<file path="src/rtl/mbox_pkg.sv">
package mbox_pkg;
  localparam int DwordW   = 32;
  localparam int NumDword = 8;
  localparam int AddrW    = $clog2(NumDword);
  localparam int LastIdx  = NumDword - 1;
  localparam int OwnerBit = DwordW - 1;

  typedef struct packed {
    logic              wrEn;
    logic              fromReq;
    logic [AddrW-1:0]  wrAddr;
    logic [DwordW-1:0] wrData;
  } wrStrobe_t;
endpackage

</file>
<file path="src/rtl/mbox_ctrl.sv">
module mbox_ctrl
  import mbox_pkg::*;
(
  input  logic              clk,
  input  logic              rstN,
  input  logic              reqWrEn,
  input  logic [AddrW-1:0]  reqAddr,
  input  logic [DwordW-1:0] reqWrData,
  input  logic              rspWrEn,
  input  logic [AddrW-1:0]  rspAddr,
  input  logic [DwordW-1:0] rspWrData,
  input  logic              ownerBit,
  output wrStrobe_t         strb,
  output logic              reqIgnored
);
  logic reqAccept;
  logic rspAccept;

  // Only the current owner may write, so the two accepts never coincide.
  assign reqAccept = reqWrEn && !ownerBit;
  assign rspAccept = rspWrEn && ownerBit;

  always_comb begin
    strb.wrEn    = reqAccept || rspAccept;
    strb.fromReq = reqAccept;
    strb.wrAddr  = reqAccept ? reqAddr   : rspAddr;
    strb.wrData  = reqAccept ? reqWrData : rspWrData;
  end

  always_ff @(posedge clk) begin
    if (!rstN) reqIgnored <= 1'b0;
    else       reqIgnored <= reqWrEn && ownerBit;
  end

  p_req_handoff_r3: assert property (@(posedge clk) disable iff (!rstN)
    (reqWrEn && !ownerBit && reqAddr == AddrW'(LastIdx)) |=> ownerBit);

  p_rsp_handback_r4: assert property (@(posedge clk) disable iff (!rstN)
    (rspWrEn && ownerBit && rspAddr == AddrW'(LastIdx)) |=> !ownerBit);

  p_drop_flag_r6: assert property (@(posedge clk) disable iff (!rstN)
    (reqWrEn && ownerBit) |=> (reqIgnored && ownerBit));
endmodule

</file>
<file path="src/rtl/mbox_datapath.sv">
module mbox_datapath
  import mbox_pkg::*;
(
  input  logic              clk,
  input  logic              rstN,
  input  wrStrobe_t         strb,
  input  logic              funcReset,
  input  logic [AddrW-1:0]  reqRdAddr,
  input  logic [AddrW-1:0]  rspRdAddr,
  output logic [DwordW-1:0] reqRdData,
  output logic [DwordW-1:0] rspRdData,
  output logic              ownerBit
);
  logic [DwordW-1:0] store [NumDword];

  always_ff @(posedge clk) begin
    if (!rstN) begin
      for (int i = 0; i < NumDword; i++) store[i] <= '0;
    end else if (strb.wrEn) begin
      for (int i = 0; i < NumDword; i++) begin
        if (strb.wrAddr == AddrW'(i)) begin
          if (i == LastIdx) store[i] <= {strb.fromReq, strb.wrData[OwnerBit-1:0]};
          else              store[i] <= strb.wrData;
        end
      end
    end
  end

  assign ownerBit  = store[LastIdx][OwnerBit];
  assign rspRdData = store[rspRdAddr];
  assign reqRdData = funcReset ? '1 : store[reqRdAddr];

  p_owner_hold_r5: assert property (@(posedge clk) disable iff (!rstN)
    (!strb.wrEn || strb.wrAddr != AddrW'(LastIdx)) |=> $stable(ownerBit));

  p_ones_override_r8: assert property (@(posedge clk) disable iff (!rstN)
    (funcReset && reqRdAddr == rspRdAddr) |-> (reqRdData == '1 && rspRdData == store[rspRdAddr]));
endmodule

</file>
<file path="src/rtl/mbox_aperture.sv">
module mbox_aperture
  import mbox_pkg::*;
(
  input  logic              clk,
  input  logic              rstN,
  input  logic              funcReset,
  input  logic              reqWrEn,
  input  logic [AddrW-1:0]  reqAddr,
  input  logic [DwordW-1:0] reqWrData,
  output logic [DwordW-1:0] reqRdData,
  input  logic              rspWrEn,
  input  logic [AddrW-1:0]  rspAddr,
  input  logic [DwordW-1:0] rspWrData,
  output logic [DwordW-1:0] rspRdData,
  output logic              ownedByResponder,
  output logic              reqWriteIgnored
);
  wrStrobe_t strb;
  logic      ownerBit;

  mbox_ctrl u_ctrl (
    .clk(clk), .rstN(rstN),
    .reqWrEn(reqWrEn), .reqAddr(reqAddr), .reqWrData(reqWrData),
    .rspWrEn(rspWrEn), .rspAddr(rspAddr), .rspWrData(rspWrData),
    .ownerBit(ownerBit), .strb(strb), .reqIgnored(reqWriteIgnored)
  );

  mbox_datapath u_dp (
    .clk(clk), .rstN(rstN), .strb(strb), .funcReset(funcReset),
    .reqRdAddr(reqAddr), .rspRdAddr(rspAddr),
    .reqRdData(reqRdData), .rspRdData(rspRdData), .ownerBit(ownerBit)
  );

  assign ownedByResponder = ownerBit;

  p_owner_visible_r9: assert property (@(posedge clk) disable iff (!rstN)
    (rspAddr == AddrW'(LastIdx)) |-> (ownedByResponder == rspRdData[OwnerBit]));
endmodule

</file>
<file path="config.mk">
export PLATFORM = sky130hd
export DESIGN_NAME = mbox_aperture
export DESIGN_NICKNAME = d
export VERILOG_FILES = /design/src/rtl/mbox_pkg.sv /design/src/rtl/mbox_ctrl.sv /design/src/rtl/mbox_datapath.sv /design/src/rtl/mbox_aperture.sv
export SDC_FILE = /design/constraint.sdc
export NUM_CORES = 1
export LEC_CHECK = 0
export ABC_AREA = 1
export BUFFER_PORTS_ARGS = -buffer_cell sky130_fd_sc_hd__clkbuf_2
export CORE_ASPECT_RATIO = 1.2
export CORE_MARGIN = 3
export CORE_UTILIZATION = 50
export CTS_CLUSTER_DIAMETER = 50
export DETAILED_ROUTE_END_ITERATION = 8
export PLACE_DENSITY_LB_ADDON = 0.08
export SYNTH_ARGS = -nofsm -noshare
export SYNTH_HDL_FRONTEND = slang
export SYNTH_SLANG_ARGS = --single-unit
export TNS_END_PERCENT = 50
</file>
<file path="constraint.sdc">
create_clock -name clk -period 4.91 [get_ports clk]
set_input_delay 1.473 -clock clk [delete_from_list [all_inputs] [get_ports clk]]
set_output_delay 1.473 -clock clk [all_outputs]
set_load 0.01 [all_outputs]
</file>
Word level (Yosys, flattened, before mapping):

Memory sizes are Yosys's and may differ from the RTL's.
Index checks and enable logic that the tools add are counted.
W data, S select, Z words.

* logic and storage cells: 67
* memory bits (writable): 256
* memories kept: 1
* input bits: 75
* output and inout port bits: 66
* flip-flop bits (word level): 1

* reduce and logical (&&, ||, !) cells: 6
* bitwise operators: 8
* equal/unequal tests: 7
* mux-type cells: 44

Memories
* u_dp.store: depth 8, bits a word 32, read ports 3, clocked after memory_dff 0, wr ports 8, RTL line mbox_datapath.sv:14 `logic [DwordW-1:0] store [NumDword];`

Operator list (number)
* $mux W32: 10
* $mux W1: 33
* $eq A3 B3 Y1 const B: 4
* $or A1 B1 Y1: 8
* $eq A3 B2 Y1 const B: 2
* $eq A3 B1 Y1 const B: 1
* $logic_and A1 B1 Y1: 3
* $logic_not A3 Y1: 1
* $mux W3: 1
* $logic_not A1 Y1: 1
* $logic_or A1 B1 Y1: 1

Depth between registers and ports, before layout:

* word-level depth: 9
* gate-level depth with buffers: 10
* mapped depth without buffers: 7

Hierarchy:

A second synthesis with hierarchy kept.

* cells, all modules: 2008
* area total of the unflattened synthesis: 14871.8 µm²

Modules (own cells, without submodules)
* mbox_datapath: cells each 1884, times used 1, area each 14238.7 µm², seq. area each 7687.4 µm²
* mbox_ctrl: cells each 124, times used 1, area each 633.1 µm², seq. area each 20.0 µm²

Worst setup path before layout:

Ideal clock, no wire load.

* kind: input -> output
* start point: in rspAddr[0]
* end point: out rspRdData[22]
* required time: 3.437 ns
* data arrival time: 2.384 ns
* stages on the path: 10
* path slack: 1.053 ns
* buffers on the path: 3
* cell sequence: buf_2 inv_2 buf_2 buf_2 nand2_1 nand2_1 nand2_1 o21ai_0 nand2_1 nand2_1

* word-level cells in the longest chain between the ends: 1

RTL lines
* start, declared: RTL line mbox_aperture.sv:12 `input logic [AddrW-1:0] rspAddr,`
* $mem_v2 Z8 W32
* end, declared: RTL line mbox_aperture.sv:14 `output logic [DwordW-1:0] rspRdData,`

Every way passes these cells.

Worst setup path after layout:

* start point: in rspAddr[0]
* end point: out rspRdData[20]

The elaborated chain is that of the path after synthesis.

==> summary.md <==
| Metric | Value |
|---|---|
| Worst setup SP type | `input port` |
| Crit Path Max Fanout | `35` |
| FFs w/ async S/R, synth | `0%` |
| Root Driver | `clkbuf_16` |
| GRT overflow | `0` |
| FMAX | `0.229 GHz` |
| Fin Clk Skew | `0.00688 ns` |
| CP Class | `input port to output port` |
| P&R area growth vs syn | `13.8%` |
| Share of cells above drive strength 1 | `15.9%` |
| Vias in the first global route | `13200` |
| Worst slew pin tran | `about 0.84 ns` |
| Crit share post-route | `88.9%` |
| Row cnt | `67` |
| Most frequent cell after synthesis | `nand2_1` |
| Detailed Route Iter0 Violations | `roughly 1500` |
| Die height | `about 190 µm` |
| Data required, critical path | `3.44 ns` |
| CP endpoint kind | `output port` |
| Sequential share of the synthesized area | `~53%` |
| Antenna cell count | `0` |
| Largest net degree at the start of global routing | `77` |
| Post-route minimum period | `4.36 ns` |
| Max stage delay cell, worst path | `buf_4` |
| Slew HR | `44.2%` |
| Max Transition Viols Final | `0` |
| Clock buffer depth | `3` |
| CP arrival | `approximately 2.9 ns` |
| Final setup fails | `0` |
| Status | `complete, no violations` |
| Syn_nets | `1895` |
| EDFF count, synth | `256` |
| Worst skew pair latency | `around 0.55 ns` |
| Via count | `13300` |
| Core box area | `28300 µm²` |
| Hold-fix buffers, CTS | `0` |
| Yosys top cell by area | `edfxtp_1` |
| Clk sinks | `approximately 260` |
| MaxCap Viol Count | `0` |
| CTS tree | `done` |
| IO buf count | `140` |
| Hold crit path type | `flop to flop` |
| Largest cells by area after synthesis | `edfxtp_1, nand2_1, nand3_1` |
| Synth top cells by count | `nand2_1, edfxtp_1, nand3_1, nor2_1, o21ai_0` |
| IO Pins | `141` |
| Max incr delay on CP | `0.43 ns` |
| CTS resizes | `0` |
| Placer Congestion | `0.829` |
| Final Hold Viols | `0` |
| WHS | `0.738 ns` |
| Cells after synthesis | `1820` |
| Wirelength, routed | `between 40000 and 50000 µm` |
| Setup TNS | `0 ns` |
| Wire length per cell | `20.3 µm` |
| Antenna violations before repair | `0` |
| Initial Utilization | `51.3%` |
| Distinct cell type count after synthesis | `23` |
| Lkg Pwr | `7.24 nW` |
| DR pass1 iterations | `5` |
| Post-CTS Setup Bufs | `0` |
| Nets | `1982` |
| RSZ-0062 raised after global routing | `false` |
| Synth Register Bits | `roughly 260` |
| Synth warn | `0` |
| Total global routing track utilization | `between 20% and 30%` |
| Predominant post-synthesis flop cell | `edfxtp_1` |
| Width of the die | `161 µm` |
| H-tree Lvls | `1` |
| CTS Buf Count | `30` |
| Mean Syn Cell Area | `roughly 8 µm²` |
| Reg clk slew, reported paths | `0.06 ns` |
| Fill cells | `2569` |
| Worst R2R Setup Slack | `2.22 ns` |
| Cell area after synthesis | `roughly 14000 µm²` |
| Via density | `5.74` |
| Routed Antenna Nets | `0` |
| PwrDens | `348 nW/µm²` |
| Die area | `between 30000 and 40000 µm²` |
| Post-synth top area share | `53.0%` |
| HPWL after DPL | `between 20000 and 30000 µm` |
| Peak supply drop | `413 µV` |
| CP cell instances | `buf_4 -> buf_4 -> o21ai_0 -> o21ai_1 -> nand2_1 -> nand2_1 -> clkbuf_2` |
| DRC viols | `0` |
| First-pass GRT wire length | `72300 µm` |
-- report_power, final --
group / internal, W / total (W) / switching, W / leakage (nW)
registers: 0.00259 / 0.00266 / 0.0000741 / 2.68
clock network: 0.00131 / 0.00217 / 0.000868 / 0.466
logic: 0.000276 / 0.000908 / 0.000632 / 4.10
total: 0.00417 / 0.00574 / 0.00157 / 7.24
-- critical path: cells and delay by family --
family / cells / cell delay [ns]
compound gates: 2 / 0.30
simple gates: 2 / 0.22
buf+inv: 3 / 0.87
-- cell families after synthesis --
family	Yosys count	synth area share, %
AOI/OAI and AO/OA	128	4.42
DFF	257	53.2
buffers and inverters	205	6.67
and+or+nand+nor	1230	35.7
-- placed cells by master, fill, tap and decap left out, drive strengths merged, types with 3 or more instances in the layout --
cell,Yosys,layout
buf,86,49
bufinv,0,3
clkbuf,46,179
clkinv,0,9
edfxtp,256,256
inv,73,72
nand2,671,671
nand3,262,262
nor2,264,264
o21ai,128,128
or2,32,32
-- layout make-up --
cell class / instances / area, µm² / area share (%)
sequential: 257 / 7710 / 46.7
multi-input combinational: 1358 / 5840 / 35.4
timing repair buffer: 187 / 1250 / 7.55
clock buffer: 41 / 813 / 4.93
tap: 379 / 474 / 2.87
inverter: 73 / 282 / 1.71
clock inverter: 12 / 140 / 0.849
-- state kept, by name, indices dropped and copies added, names as in the netlist --
register           cells
u_ctrl.reqIgnored      1
u_dp.store           256
-- final timing paths --
check / startpoint / endpoint / cells past startpoint
max reg2reg: u_dp.store[7][31] / u_dp.store[3][3] / 7
min reg2reg: u_dp.store[7][31] / u_ctrl.reqIgnored / 2
max: rspAddr[0] / rspRdData[20] / 7
min: u_dp.store[7][31] / u_ctrl.reqIgnored / 2
-- through the flow --
| stage | std cells | setup WS [ns] | power, W | instance area, µm² | util [%] |
|---|---|---|---|---|---|
| after CTS | 2307 | 0.566 | 0.00576 | 16500 | 58.4 |
| after detailed placement | 2254 | 0.576 | 0.00361 | 15500 | 55.0 |
| after global routing | 2307 | 0.403 | 0.00597 | 16500 | 58.4 |
| after floorplan | 1820 | 1.05 | 0.00325 | 14500 | - |
| final | 2307 | 0.547 | 0.00574 | 16500 | 58.4 |
| after global placement | 2254 | 0.568 | 0.00359 | 15500 | 55.0 |
-- layer usage --
layer  up-vias  wire length, µm  global-route usage [%]
met4         0             1600                    12.4
met2       713            23000                    52.7
met3       137             4300                    3.65
met5         -                0                       0
met1      6280            17800                    37.6
li1       6123                -                       -
(Power assumes the default switching activity.)
